## config.mk

```make
export PLATFORM = sky130hd
export DESIGN_NAME = mclk_phase_gen
export DESIGN_NICKNAME = d
export VERILOG_FILES = /design/src/rtl/mpg_pkg.sv /design/src/rtl/mpg_counter.sv /design/src/rtl/mpg_cfg_reg.sv /design/src/rtl/mpg_base_div.sv /design/src/rtl/mpg_shifted_div.sv /design/src/rtl/mclk_phase_gen.sv
export SDC_FILE = /design/constraint.sdc
export NUM_CORES = 1
export LEC_CHECK = 0
export BUFFER_PORTS_ARGS = -buffer_cell sky130_fd_sc_hd__buf_4
export CAP_MARGIN = 20
export CORE_MARGIN = 1
export CORE_UTILIZATION = 41
export CTS_BUF_LIST = sky130_fd_sc_hd__clkbuf_2
export DETAILED_ROUTE_END_ITERATION = 7
export GPL_ROUTABILITY_DRIVEN = 1
export PLACE_DENSITY = 0.65
export SYNTH_ARGS = -nofsm -noshare
export SYNTH_HDL_FRONTEND = slang
export SYNTH_SLANG_ARGS = --single-unit
```

## constraint.sdc

```tcl
create_clock -name clk2x_i -period 1.69 [get_ports clk2x_i]
set_input_delay 0.338 -clock clk2x_i [delete_from_list [all_inputs] [get_ports clk2x_i]]
set_output_delay 0.338 -clock clk2x_i [all_outputs]
set_load 0.01 [all_outputs]
```

## src/rtl/mpg_pkg.sv

```systemverilog
package mpg_pkg;

    localparam int unsigned MPG_CNT_W = 4;  // half-period counter width
    localparam int unsigned MPG_DLY_W = 4;  // width of one delay code
    localparam int unsigned MPG_CHK_P = 3;  // log2 of checksum period in ticks

    // Fixed (unshifted) timing outputs, registered together
    typedef struct packed {
        logic ser;
        logic chk;
        logic load;
        logic adc;
    } mpg_base_t;

endpackage

```

## src/rtl/mpg_counter.sv

```systemverilog
module mpg_counter #(
    parameter int unsigned CNT_W = 4
) (
    input  logic             clk,
    input  logic             rst,
    output logic [CNT_W-1:0] phase_o
);

    typedef struct packed {
        logic [CNT_W-1:0] cnt;
    } cnt_state_t;

    cnt_state_t st_d, st_q;

    always_comb begin
        st_d     = st_q;
        st_d.cnt = st_q.cnt + 1'b1;
    end

    always_ff @(posedge clk) begin
        if (rst) st_q <= '0;
        else     st_q <= st_d;
    end

    assign phase_o = st_q.cnt;

endmodule

```

## src/rtl/mpg_cfg_reg.sv

```systemverilog
module mpg_cfg_reg #(
    parameter int unsigned DLY_W = 4
) (
    input  logic               clk,
    input  logic               rst,
    input  logic               we_i,
    input  logic [2*DLY_W-1:0] wdata_i,
    output logic [DLY_W-1:0]   sen_code_o,
    output logic [DLY_W-1:0]   adc_code_o
);

    typedef struct packed {
        logic [DLY_W-1:0] adc_code;
        logic [DLY_W-1:0] sen_code;
    } cfg_state_t;

    cfg_state_t st_d, st_q;

    always_comb begin
        st_d = st_q;
        if (we_i) begin
            st_d.sen_code = wdata_i[DLY_W-1:0];
            st_d.adc_code = wdata_i[2*DLY_W-1:DLY_W];
        end
    end

    always_ff @(posedge clk) begin
        if (rst) st_q <= '0;
        else     st_q <= st_d;
    end

    assign sen_code_o = st_q.sen_code;
    assign adc_code_o = st_q.adc_code;

endmodule

```

## src/rtl/mpg_base_div.sv

```systemverilog
module mpg_base_div
    import mpg_pkg::*;
#(
    parameter int unsigned CNT_W      = 4,
    parameter int unsigned CHK_P      = 3,
    parameter int unsigned LOAD_PHASE = 3
) (
    input  logic             clk,
    input  logic             rst,
    input  logic [CNT_W-1:0] phase_i,
    output mpg_base_t        base_o
);

    localparam logic [CHK_P-1:0] LOAD_AT = CHK_P'(LOAD_PHASE);

    mpg_base_t st_d, st_q;

    always_comb begin
        st_d      = st_q;
        st_d.ser  = phase_i[0];
        st_d.chk  = phase_i[CHK_P-1];
        st_d.adc  = phase_i[CNT_W-1];
        st_d.load = (phase_i[CHK_P-1:0] == LOAD_AT);
    end

    always_ff @(posedge clk) begin
        if (rst) st_q <= '0;
        else     st_q <= st_d;
    end

    assign base_o = st_q;

endmodule

```

## src/rtl/mpg_shifted_div.sv

```systemverilog
module mpg_shifted_div #(
    parameter int unsigned P     = 3,
    parameter int unsigned DLY_W = 4
) (
    input  logic             clk,
    input  logic             rst,
    input  logic [P-1:0]     phase_i,
    input  logic [DLY_W-1:0] code_i,
    output logic             clk_o,
    output logic [DLY_W-1:0] applied_o
);

    localparam logic [P-1:0] LAST = {P{1'b1}};

    typedef struct packed {
        logic [DLY_W-1:0] dly;
        logic             out;
    } sdiv_state_t;

    sdiv_state_t  st_d, st_q;
    logic [P-1:0] lag;

    always_comb begin
        st_d    = st_q;
        lag     = phase_i - P'(st_q.dly);
        st_d.out = lag[P-1];
        if (phase_i == LAST) st_d.dly = code_i;
    end

    always_ff @(posedge clk) begin
        if (rst) st_q <= '0;
        else     st_q <= st_d;
    end

    assign clk_o     = st_q.out;
    assign applied_o = st_q.dly;

endmodule

```

## src/rtl/mclk_phase_gen.sv

```systemverilog
module mclk_phase_gen
    import mpg_pkg::*;
#(
    parameter int unsigned CNT_W      = MPG_CNT_W,
    parameter int unsigned DLY_W      = MPG_DLY_W,
    parameter int unsigned CHK_P      = MPG_CHK_P,
    parameter int unsigned LOAD_PHASE = 3
) (
    input  logic               clk2x_i,
    input  logic               rst_i,
    input  logic               cfg_we_i,
    input  logic [2*DLY_W-1:0] cfg_wdata_i,
    output logic               ser_clk_o,
    output logic               chk_clk_o,
    output logic               load_o,
    output logic               adc_clk_o,
    output logic               sen_clk_o,
    output logic               adc_dly_clk_o
);

    logic [CNT_W-1:0] phase;
    logic [DLY_W-1:0] sen_code, adc_code;
    logic [DLY_W-1:0] sen_applied, adc_applied;
    mpg_base_t        base;

    mpg_counter #(.CNT_W(CNT_W)) u_cnt (
        .clk     (clk2x_i),
        .rst     (rst_i),
        .phase_o (phase)
    );

    mpg_cfg_reg #(.DLY_W(DLY_W)) u_cfg (
        .clk        (clk2x_i),
        .rst        (rst_i),
        .we_i       (cfg_we_i),
        .wdata_i    (cfg_wdata_i),
        .sen_code_o (sen_code),
        .adc_code_o (adc_code)
    );

    mpg_base_div #(
        .CNT_W      (CNT_W),
        .CHK_P      (CHK_P),
        .LOAD_PHASE (LOAD_PHASE)
    ) u_base (
        .clk     (clk2x_i),
        .rst     (rst_i),
        .phase_i (phase),
        .base_o  (base)
    );

    mpg_shifted_div #(.P(CHK_P), .DLY_W(DLY_W)) u_sen (
        .clk       (clk2x_i),
        .rst       (rst_i),
        .phase_i   (phase[CHK_P-1:0]),
        .code_i    (sen_code),
        .clk_o     (sen_clk_o),
        .applied_o (sen_applied)
    );

    mpg_shifted_div #(.P(CNT_W), .DLY_W(DLY_W)) u_adcd (
        .clk       (clk2x_i),
        .rst       (rst_i),
        .phase_i   (phase),
        .code_i    (adc_code),
        .clk_o     (adc_dly_clk_o),
        .applied_o (adc_applied)
    );

    assign ser_clk_o = base.ser;
    assign chk_clk_o = base.chk;
    assign load_o    = base.load;
    assign adc_clk_o = base.adc;

endmodule

```

* After elaboration in Yosys (flattened, before gate mapping)
Cells that the tools add are included.
Storage, ports and cells: bits in registers 24, bits in latches 0, RAM bits 0, ROM bits 0, input port bits 11, memories kept 0
Cells by class: add/sub/neg operators 3, $mul 0, div/mod/pow operators 0, magnitude comparators 0, equal/unequal tests 3, shift-type cells 0, multiplexer cells 0, bitwise operators 0, reductions and logical operators 0
Operator list (number):
- $add A4 B1 Y4 const B | 1
- $eq A4 B4 Y1 const B | 1
- $sub A4 B4 Y4 | 1
- $eq A3 B2 Y1 const B | 1
- $eq A3 B3 Y1 const B | 1
- $sub A3 B3 Y3 | 1

* Logic depth before layout (Yosys ltp)
word-level depth 1, depth in mapped cells 5, depth with buffers taken out 5

* Cells and area by module
Synthesis repeated with hierarchy kept, for this count alone.
Unflattened totals: cell total of the unflattened synthesis 96, area, all modules 1032.2 µm²
Modules (own cells, without submodules):
- mpg_cfg_reg | instances 1, cells an instance 26, area an instance 285.3 µm²
- mpg_shifted_div at u_adcd | instances 1, cells an instance 27, area an instance 255.2 µm²
- mpg_shifted_div at u_sen | instances 1, cells an instance 22, area an instance 222.7 µm²
- mpg_counter | instances 1, cells an instance 13, area an instance 150.1 µm²
- mpg_base_div | instances 1, cells an instance 8, area an instance 118.9 µm²

* Least setup slack after synthesis
OpenSTA, ideal clock, no wires.
kind flip-flop to flip-flop, start register u_cnt.st_q (netlist bit u_cnt.phase_o[2]), end register u_adcd.st_q (netlist bit u_adcd.clk_o), setup time 115 ps, data arrival time 1091 ps, required time 1575 ps, path slack 484 ps, stages on the path, launching flop included 5, cell sequence dfxtp_1 > ha_1 > a21oi_1 > o21ai_0 > a21bo_2
On the way: longest elaborated chain between the ends 1
Ends and longest elaborated chain:
- start, declared | RTL line mpg_counter.sv:13 | cnt_state_t st_d, st_q;
- start signal, assigned | RTL line mpg_counter.sv:22 | else st_q <= st_d;
- $sub A4 B4 Y4 | RTL line mpg_shifted_div.sv:25 | lag = phase_i - P'(st_q.dly);
- end signal, assigned | RTL line mpg_shifted_div.sv:32 | else st_q <= st_d;
- end, declared | RTL line mpg_shifted_div.sv:20 | sdiv_state_t st_d, st_q;
No other way between the ends. A chain may end at the register's enable or synchronous reset.

* Final worst setup path
Ends and elaborated chain as after synthesis.

==> impl_metrics.env <==
export IMPL_synth_distinct_cells=19
export IMPL_dp_hpwl_mm=1.00
export IMPL_netlist_area_um2=947
export IMPL_outcome="finished, final reports clean"
export IMPL_via_per_inst=4.71
export IMPL_max_cap_violations=0
export IMPL_async_flop_share_pct=0
export IMPL_clock_sinks=24
export IMPL_cts_buffer_depth=2
export IMPL_ant_nets=0
export IMPL_crit_required_ns=1.95
export IMPL_syn_area_per_cell_um2=10.3
export IMPL_via_count=636
export IMPL_overflow=0
export IMPL_initial_utilization_pct=43.2
export IMPL_ys_top_cells_by_area="dfxtp_1 51%, mux2i_1 15%, ha_1 7.9%"
export IMPL_synth_most_common_cell="dfxtp_1"
export IMPL_drc_errors=0
export IMPL_synth_area_leader_cell="dfxtp_1"
export IMPL_place_ws_ns=0.380
export IMPL_synthCells=92
export IMPL_max_freq_mhz=730
export IMPL_grt_usage_pct=13.5
export IMPL_grt_pass1_vias=628
export IMPL_cts_setup_buffers=0
export IMPL_cts_hold_buf=0
export IMPL_synth_seq_cells=24
export IMPL_final_period_minus_worst_setup_slack_ns=1.37
export IMPL_min_path_type="in2reg"
export IMPL_die_x_um=50.1
export IMPL_core_area_um2=2190
export IMPL_critPathKind="reg2reg"
export IMPL_h_tree_depth=1
export IMPL_die_h_um=50.1
export IMPL_finalNetCount=125
export IMPL_cts_clk_slew_worst_paths_ns=0.22
export IMPL_grt_first_pass_wirelength_mm=2.55
export IMPL_place_congestion=0.759
export IMPL_cts_root_buf="clkbuf_2"
export IMPL_fin_crit_sh_pct=81.0
export IMPL_finClkSkew_ns=0.00211
export IMPL_ys_seq_area_share_pct=50.7
export IMPL_pwr_density_cell_nw_per_um2=962
export IMPL_synth_edf_count=0
export IMPL_port_buffers=15
export IMPL_cts_buffers=3
export IMPL_clkLatencyLatePin_ns=0.33
export IMPL_drt_first_iter_violations=3
export IMPL_fp_dieArea_um2=2510
export IMPL_cts_resized=0
export IMPL_peakVddDrop_v=0.000481
export IMPL_start_kind="flop"
export IMPL_num_rows=17
export IMPL_rsz0062_at_grt="no"
export IMPL_final_util_pct=51.2
export IMPL_diodes=0
export IMPL_area_growth_synth_to_final_pct=18.4
export IMPL_drive_above_1_share_pct=20.6
export IMPL_setup_violations=0
export IMPL_grt_max_degree=26
export IMPL_p_leak_nw=0.524
export IMPL_finalMaxSlewViolations=0
export IMPL_synth_top_area_share_pct=50.7
export IMPL_synth_commonest_cells="24 x dfxtp_1, 19 x nor2_1, 14 x mux2i_1"
export IMPL_fin_ws_ns=0.320
export IMPL_worst_pin_slew_ns=0.258
export IMPL_wl_mm=1.38
export IMPL_hold_violations=0
export IMPL_cts_tree="yes"
export IMPL_antenna_found_initial=0
export IMPL_ys_warnings_count=0
export IMPL_synth_ff_type="dfxtp_1"
export IMPL_fin_setup_tns_ns=0
export IMPL_crit_arrival_ns=1.63
export IMPL_wl_per_cell_um=10.2
export IMPL_maxSlewHeadroom_pct=82.8
export IMPL_worstPathMaxFanout=6
export IMPL_firstDrtPassIters=2
export IMPL_synth_nets=109
export IMPL_ios=17
export IMPL_cp_end_kind="flop"
## state kept, by name (all words and copies together) (netlist names)
signal	flops
u_adcd.applied_o	4
u_adcd.clk_o	1
u_base.base_o	4
u_cfg.adc_code_o	4
u_cfg.sen_code_o	3
u_cnt.phase_o	4
u_sen.applied_o	3
u_sen.clk_o	1
## stage by stage
stage | hold slack (ns) | area (um^2) | std cells | power, mW
6_report | 0.221 | 1120 | 135 | 1.08
3_3_place_gp | 0.474 | 1080 | 131 | 0.714
5_1_grt | 0.183 | 1120 | 135 | 1.14
2_1_floorplan | 0.449 | 947 | 92 | 0.681
4_1_cts | 0.200 | 1120 | 135 | 1.10
3_5_place_dp | 0.478 | 1080 | 131 | 0.718
## path summary, 6_finish.rpt
path | start | to | slack [ns] | cells past startpoint
max | u_cnt.phase_o[2]$_SDFF_PP0_ | u_adcd.clk_o$_SDFF_PP0_ | 0.32 | 4
min | cfg_wdata_i[7] | u_cfg.adc_code_o[3]$_SDFFE_PP0P_ | 0.22 | 3
max reg2reg | u_cnt.phase_o[2]$_SDFF_PP0_ | u_adcd.clk_o$_SDFF_PP0_ | 0.32 | 4
min reg2reg | u_cfg.adc_code_o[3]$_SDFFE_PP0P_ | u_adcd.applied_o[3]$_SDFFE_PP0N_ | 0.52 | 2
## placed cells by master (no fill, tap or decap)
master	Yosys	routed
a21oi_1	2	2
clkbuf_2	0	3
o2111ai_1	1	1
inv_1	5	5
nor2b_1	5	5
nand3_1	2	2
nand2_1	2	2
xor2_1	2	2
a21bo_2	1	1
xnor2_1	1	1
mux2i_1	14	14
ha_1	6	6
o21ai_2	1	1
a2111o_1	1	1
nand2b_4	1	1
bufinv_16	0	1
o21ai_0	1	1
buf_4	0	15
dfxtp_1	24	24
nor2_1	19	19
## kinds of logic after synthesis
family | after synthesis | share of synthesized area (%)
AND/OR/NAND/NOR | 29 | 14.1
flip-flops | 24 | 50.7
multiplexers | 14 | 14.8
buffers and inverters | 9 | 3.96
AO/OA/AOI/OAI | 7 | 5.68
adder cells (fa/ha/maj) | 6 | 7.93
XOR/XNOR | 3 | 2.77
## worst max-delay path, cell delays in order (launching register included)
cell and delay [ns]:
dfxtp_1 0.51, ha_1 0.29, a21oi_1 0.20, o21ai_0 0.12
a21bo_2 0.20
## layer usage
| metal | vias up | global-route usage (%) | part of all wire (%) |
|---|---|---|---|
| li1 | 331 | - | - |
| met1 | 292 | 16.0 | 50 |
| met2 | 11 | 22.0 | 45 |
| met3 | 2 | 2.78 | 3.6 |
| met4 | 0 | 8.57 | 1.2 |
| met5 | - | 0 | 0 |
## report_power, final
part           internal (mW)  switching [mW]  leakage (nW)
Clock                  0.204           0.169        0.0266
Combinational         0.0541          0.0453         0.302
Sequential             0.591          0.0153         0.196
Total                  0.849           0.230         0.524
## cell type report
| cell class | instances | area, um^2 |
|---|---|---|
| fillers | 214 | 1070 |
| flip-flops and latches | 24 | 480 |
| multi-input cells | 59 | 429 |
| repair buffers | 15 | 113 |
| well taps | 28 | 35.0 |
| clock inverters | 1 | 30.0 |
| inverters | 5 | 18.8 |
| clock buffers | 3 | 15.0 |
Power figures use the tool's default switching activity.
